`config.mk`:
```
export PLATFORM = sky130hd
export DESIGN_NAME = ctl_seq_fsm
export DESIGN_NICKNAME = d
export VERILOG_FILES = /design/src/rtl/ctl_seq_pkg.sv /design/src/rtl/ctl_and_plane.sv /design/src/rtl/ctl_or_plane.sv /design/src/rtl/ctl_seq_fsm.sv
export SDC_FILE = /design/constraint.sdc
export NUM_CORES = 1
export LEC_CHECK = 0
export BUFFER_PORTS_ARGS = -buffer_cell sky130_fd_sc_hd__buf_2
export CAP_MARGIN = 20
export CELL_PAD_IN_SITES_DETAIL_PLACEMENT = 1
export CELL_PAD_IN_SITES_GLOBAL_PLACEMENT = 1
export CORE_AREA = 4 4 41 43
export DETAILED_ROUTE_END_ITERATION = 8
export DIE_AREA = 0 0 45 47
export GPL_ROUTABILITY_DRIVEN = 1
export GPL_TIMING_DRIVEN = 1
export PLACE_DENSITY_LB_ADDON = 0.1
export SYNTH_ARGS = -nofsm -noshare
export SYNTH_HDL_FRONTEND = slang
export SYNTH_HIERARCHICAL = 1
export SYNTH_SLANG_ARGS = --single-unit
export TNS_END_PERCENT = 20
```
`constraint.sdc`:
```
create_clock -name clk_i -period 1.25 [get_ports clk_i]
set_clock_uncertainty 0.15 [all_clocks]
set_input_delay 0.1875 -clock clk_i [delete_from_list [all_inputs] [get_ports clk_i]]
set_output_delay 0.1875 -clock clk_i [all_outputs]
set_load 0.03 [all_outputs]
```
`src/rtl/ctl_seq_pkg.sv`:
```
package ctl_seq_pkg;

    localparam int unsigned STATE_W  = 2;
    localparam int unsigned STROBE_N = 1 << STATE_W;
    localparam int unsigned IN_W     = STATE_W + 1;      // {irq, state}
    localparam int unsigned TERM_N   = 5;
    localparam int unsigned OUT_N    = STROBE_N + STATE_W; // strobes, then next bits

    typedef enum logic [STATE_W-1:0] {
        ST_FETCH  = 2'd0,
        ST_DECODE = 2'd1,
        ST_TRAP   = 2'd2,
        ST_EXEC   = 2'd3
    } ctl_state_e;

    // One AND-plane row: bits set in care take part, match gives their value.
    typedef struct packed {
        logic [IN_W-1:0] care;
        logic [IN_W-1:0] match;
    } term_row_t;

    typedef struct packed {
        ctl_state_e st;
    } ctl_regs_t;

    // Input vector layout: bit 2 = irq, bits 1:0 = current state code.
    function automatic term_row_t term_row(input int idx);
        term_row_t r;
        case (idx)
            0: begin r.care = 3'b111; r.match = 3'b000; end // fetch, no request
            1: begin r.care = 3'b111; r.match = 3'b100; end // fetch, request
            2: begin r.care = 3'b011; r.match = 3'b001; end // decode
            3: begin r.care = 3'b011; r.match = 3'b010; end // trap
            4: begin r.care = 3'b011; r.match = 3'b011; end // execute
            default: begin r.care = '0; r.match = '1; end
        endcase
        return r;
    endfunction

    // OR-plane column: which terms feed output idx.
    // idx 0..3 are strobes by state code; idx 4 / 5 are next-state bit 0 / 1.
    function automatic logic [TERM_N-1:0] or_column(input int idx);
        logic [TERM_N-1:0] c;
        case (idx)
            0:       c = 5'b00011; // fetch strobe
            1:       c = 5'b00100; // decode strobe
            2:       c = 5'b01000; // trap strobe
            3:       c = 5'b10000; // execute strobe
            4:       c = 5'b00101; // next bit 0
            5:       c = 5'b00110; // next bit 1
            default: c = '0;
        endcase
        return c;
    endfunction

endpackage

```
`src/rtl/ctl_and_plane.sv`:
```
module ctl_and_plane
    import ctl_seq_pkg::*;
#(
    parameter int unsigned IN_BITS = IN_W,
    parameter int unsigned TERMS   = TERM_N
) (
    input  logic [IN_BITS-1:0] in_i,
    output logic [TERMS-1:0]   term_o
);

    for (genvar g = 0; g < TERMS; g++) begin : g_term
        localparam term_row_t ROW = term_row(g);
        // A term fires when every cared-about input equals its row value.
        assign term_o[g] = (((in_i ^ ROW.match[IN_BITS-1:0]) & ROW.care[IN_BITS-1:0]) == '0);
    end

endmodule

```
`src/rtl/ctl_or_plane.sv`:
```
module ctl_or_plane
    import ctl_seq_pkg::*;
#(
    parameter int unsigned TERMS = TERM_N,
    parameter int unsigned OUTS  = OUT_N
) (
    input  logic [TERMS-1:0] term_i,
    output logic [OUTS-1:0]  out_o
);

    for (genvar g = 0; g < OUTS; g++) begin : g_col
        localparam logic [TERM_N-1:0] COL = or_column(g);
        assign out_o[g] = |(term_i & COL[TERMS-1:0]);
    end

endmodule

```
`src/rtl/ctl_seq_fsm.sv`:
```
module ctl_seq_fsm
    import ctl_seq_pkg::*;
(
    input  logic                clk_i,
    input  logic                rst_i,
    input  logic                irq_i,
    output logic [STATE_W-1:0]  state_o,
    output logic [STROBE_N-1:0] strobe_o
);

    ctl_regs_t           regs_d;
    ctl_regs_t           regs_q;
    logic [IN_W-1:0]     plane_in;
    logic [TERM_N-1:0]   terms;
    logic [OUT_N-1:0]    plane_out;

    assign plane_in = {irq_i, regs_q.st};

    ctl_and_plane #(
        .IN_BITS (IN_W),
        .TERMS   (TERM_N)
    ) u_and (
        .in_i   (plane_in),
        .term_o (terms)
    );

    ctl_or_plane #(
        .TERMS (TERM_N),
        .OUTS  (OUT_N)
    ) u_or (
        .term_i (terms),
        .out_o  (plane_out)
    );

    always_comb begin
        regs_d    = regs_q;
        regs_d.st = ctl_state_e'(plane_out[OUT_N-1:STROBE_N]);
        if (rst_i) begin
            regs_d.st = ST_FETCH;
        end
    end

    always_ff @(posedge clk_i) begin
        regs_q <= regs_d;
    end

    assign state_o  = regs_q.st;
    assign strobe_o = plane_out[STROBE_N-1:0];

endmodule

```
==> metrics.md <==
| Metric | Value |
|---|---|
| Status | `finished with violations` |
| Failing checks | `setup timing` |
| Peak supply drop | `0.000390 V` |
| Seq cells post-synth | `2` |
| Max FFs per register | `2` |
| Netlist cell types | `7` |
| DRC violations left | `0` |
| Commonest non-fill, non-tap cell in the layout | `buf_4` |
| Vias per cell | `3.27` |
| Min-Delay Path Depth | `4` |
| Syn Inst Count | `15` |
| Hold Slack | `337 ps` |
| Clock Latency Late Sink | `220 ps` |
| Total grt overflow | `0` |
| Avg Cell Area, Syn | `8.76 um2` |
| Hold Path End | `state_o[0]` |
| Rows | `13` |
| Top-area cell type share of the netlist area | `30.5%` |
| DR top layer | `met3` |
| Area after DPL | `170 um2` |
| R2R cell count | `4` |
| Die height | `47 um` |
| Total GRT Usage | `4.57%` |
| First-pass GRT wire length | `600 um` |
| Seq/Total Area, Yosys | `30.5%` |
| Crit. End Element | `primary output` |
| H-Tree Depth | `1` |
| Total core area | `1300 um2` |
| CTS tree | `built` |
| Final setup violation count | `3` |
| Post-Layout Inst Area | `260 um2` |
| Relative max-transition margin | `89.4%` |
| Port bufs | `8` |
| WL per Instance | `8.88 um` |
| CP Class | `reg2out` |
| Tightest Pin Transition | `158 ps` |
| Combinational power share | `36.5%` |
| Met2 routed WL | `167 um` |
| Clock buffer depth | `2` |
| Starting Density | `10.1%` |
| Syn nets | `18` |
| Crit path cell chain | `nor3b_2, or2_1, buf_6` |
| Routed wire length | `364 um` |
| NetSw | `119 uW` |
| Antenna diodes | `0` |
| Share of cells above drive strength 1 | `73.1%` |
| GP Congestion | `0.574` |
| HP Class | `in2reg` |
| CTS buffer count | `3` |
| Warnings from Yosys | `6` |
| RR Startpoint | `state_o[1]` |
| Die Width | `45 um` |
| I/O pin cnt | `9` |
| RSZ-0062 raised after global routing | `yes` |
| CP required | `910 ps` |
| PwrDens | `1390 nW/um2` |
| Type of origin of the critical path | `register` |
| Reg2Reg Setup Slack | `90 ps` |
| # nets final | `31` |
| Max-slew violation count | `0` |
| Routed met3 length | `37 um` |
| Met1 wire length | `160 um` |
| Clk pwr share | `39.5%` |
| Fin crit period | `1390 ps` |
| Worst path arrival time | `1050 ps` |
| Reg-to-Reg End | `state_o[1]` |
| Synth area leader | `dfxtp_1` |
| DIE AREA | `2120 um2` |
| Drt pass-1 iters | `1` |
| Sequential Power Share | `24.0%` |
| Worst-path clk slew | `30 ps` |
| Root Driver | `clkbuf_4` |
| Crit-path max FO | `6` |
| Routed Antenna Nets | `0` |
| Crit path max-delay cell type | `dfxtp_4` |
| Int Pwr | `243 uW` |
| Clock sink count | `2` |
| Period utilization | `111%` |
| Hold Crit Start | `irq_i` |
| Main area contributors after synthesis | `dfxtp_1, nor2b_1, buf_4` |
| Post-synthesis cell area | `131 um2` |
| CP max stage delay | `360 ps` |
| Largest net degree at the start of global routing | `7` |
| First-iteration detailed-routing DRC count | `0` |
| Worst setup slack after layout | `-137 ps` |
| Max Fclk | `721 MHz` |
| Vias in the first global route | `146` |
| Max_cap viols | `0` |
| Initial antenna violation count | `0` |
| Static Leak | `0.120 nW` |
| Switching share of power | `32.9%` |
| Syn-to-layout area delta | `98.1%` |
| DP Wirelength | `254 um` |
| Total number of vias | `134` |
| Final Hold Vio Count | `0` |
## stage by stage
step | power [mW] | TNS [ps] | std cells | setup slack, ps | util [%]
finish | 0.363 | -211 | 41 | -137 | 20.0
global route | 0.396 | -384 | 41 | -181 | 20.0
CTS | 0.366 | -233 | 40 | -122 | 19.2
detailed placement | 0.183 | 0 | 35 | 27.0 | 13.1
global placement | 0.182 | 0 | 35 | 45.1 | 13.1
floorplan | 0.164 | 0 | 15 | 51.3 | -
## routing by layer
metal | global-route usage, % | up-vias
met1 | 4.52 | 58
met4 | 5.26 | 0
met5 | 0 | -
li1 | - | 69
met3 | 3.45 | 0
met2 | 5.65 | 7
## worst max-delay path: cells and delay by family (launching register included)
| kind | cells | cell delay, ps |
|---|---|---|
| flip-flops | 1 | 360 |
| AND/OR/NAND/NOR | 2 | 340 |
| buffers and inverters | 1 | 130 |
## final cells by class
type | count | area, um2
Fill cell | 162 | 1040
Sequential cell | 2 | 47.5
Tap cell | 15 | 18.8
Multi-Input combinational cell | 10 | 82.6
Timing Repair Buffer | 11 | 88.8
Clock buffer | 3 | 22.5
## power groups by stage
| stage | Clock [mW] | Sequential, mW | Combinational [mW] |
|---|---|---|---|
| floorplan | 0 | 0.0967 | 0.0670 |
| global placement | 0 | 0.0856 | 0.0969 |
| detailed placement | 0 | 0.0867 | 0.0966 |
| CTS | 0.151 | 0.0879 | 0.127 |
| global route | 0.165 | 0.0892 | 0.141 |
| finish | 0.143 | 0.0871 | 0.132 |
## worst max-delay path by stage
stage / startpoint / to / slack, ps / cells past startpoint
after CTS: state_o[0] / strobe_o[0] / -120 / 3
after global placement: state_o[1] / strobe_o[0] / 50 / 3
final: state_o[1] / strobe_o[0] / -140 / 3
after floorplan: state_o[1] / strobe_o[0] / 50 / 2
after detailed placement: state_o[1] / strobe_o[0] / 30 / 3
after global routing: state_o[1] / strobe_o[0] / -180 / 3
## cells in the mapped netlist, drive strengths merged
cell   n
buf    3
and2   1
nor3b  1
nor2b  4
or2    3
nor3   1
dfxtp  2
## cells by family after synthesis
family / after synthesis / share of synthesized area [%]
simple gates: 10 / 52.4
flops: 2 / 30.5
buf+inv: 3 / 17.1
## timing repair
action | CTS | global route
setup endpoints to repair | 4 | 5
pin swaps | 3 | 1
resized for setup | 12 | 2
hold endpoints to repair | 2 | 0
buffers inserted | 1 | 1
hold buffers | 1 | 0
No activity file was read; power rests on OpenSTA's default activity.
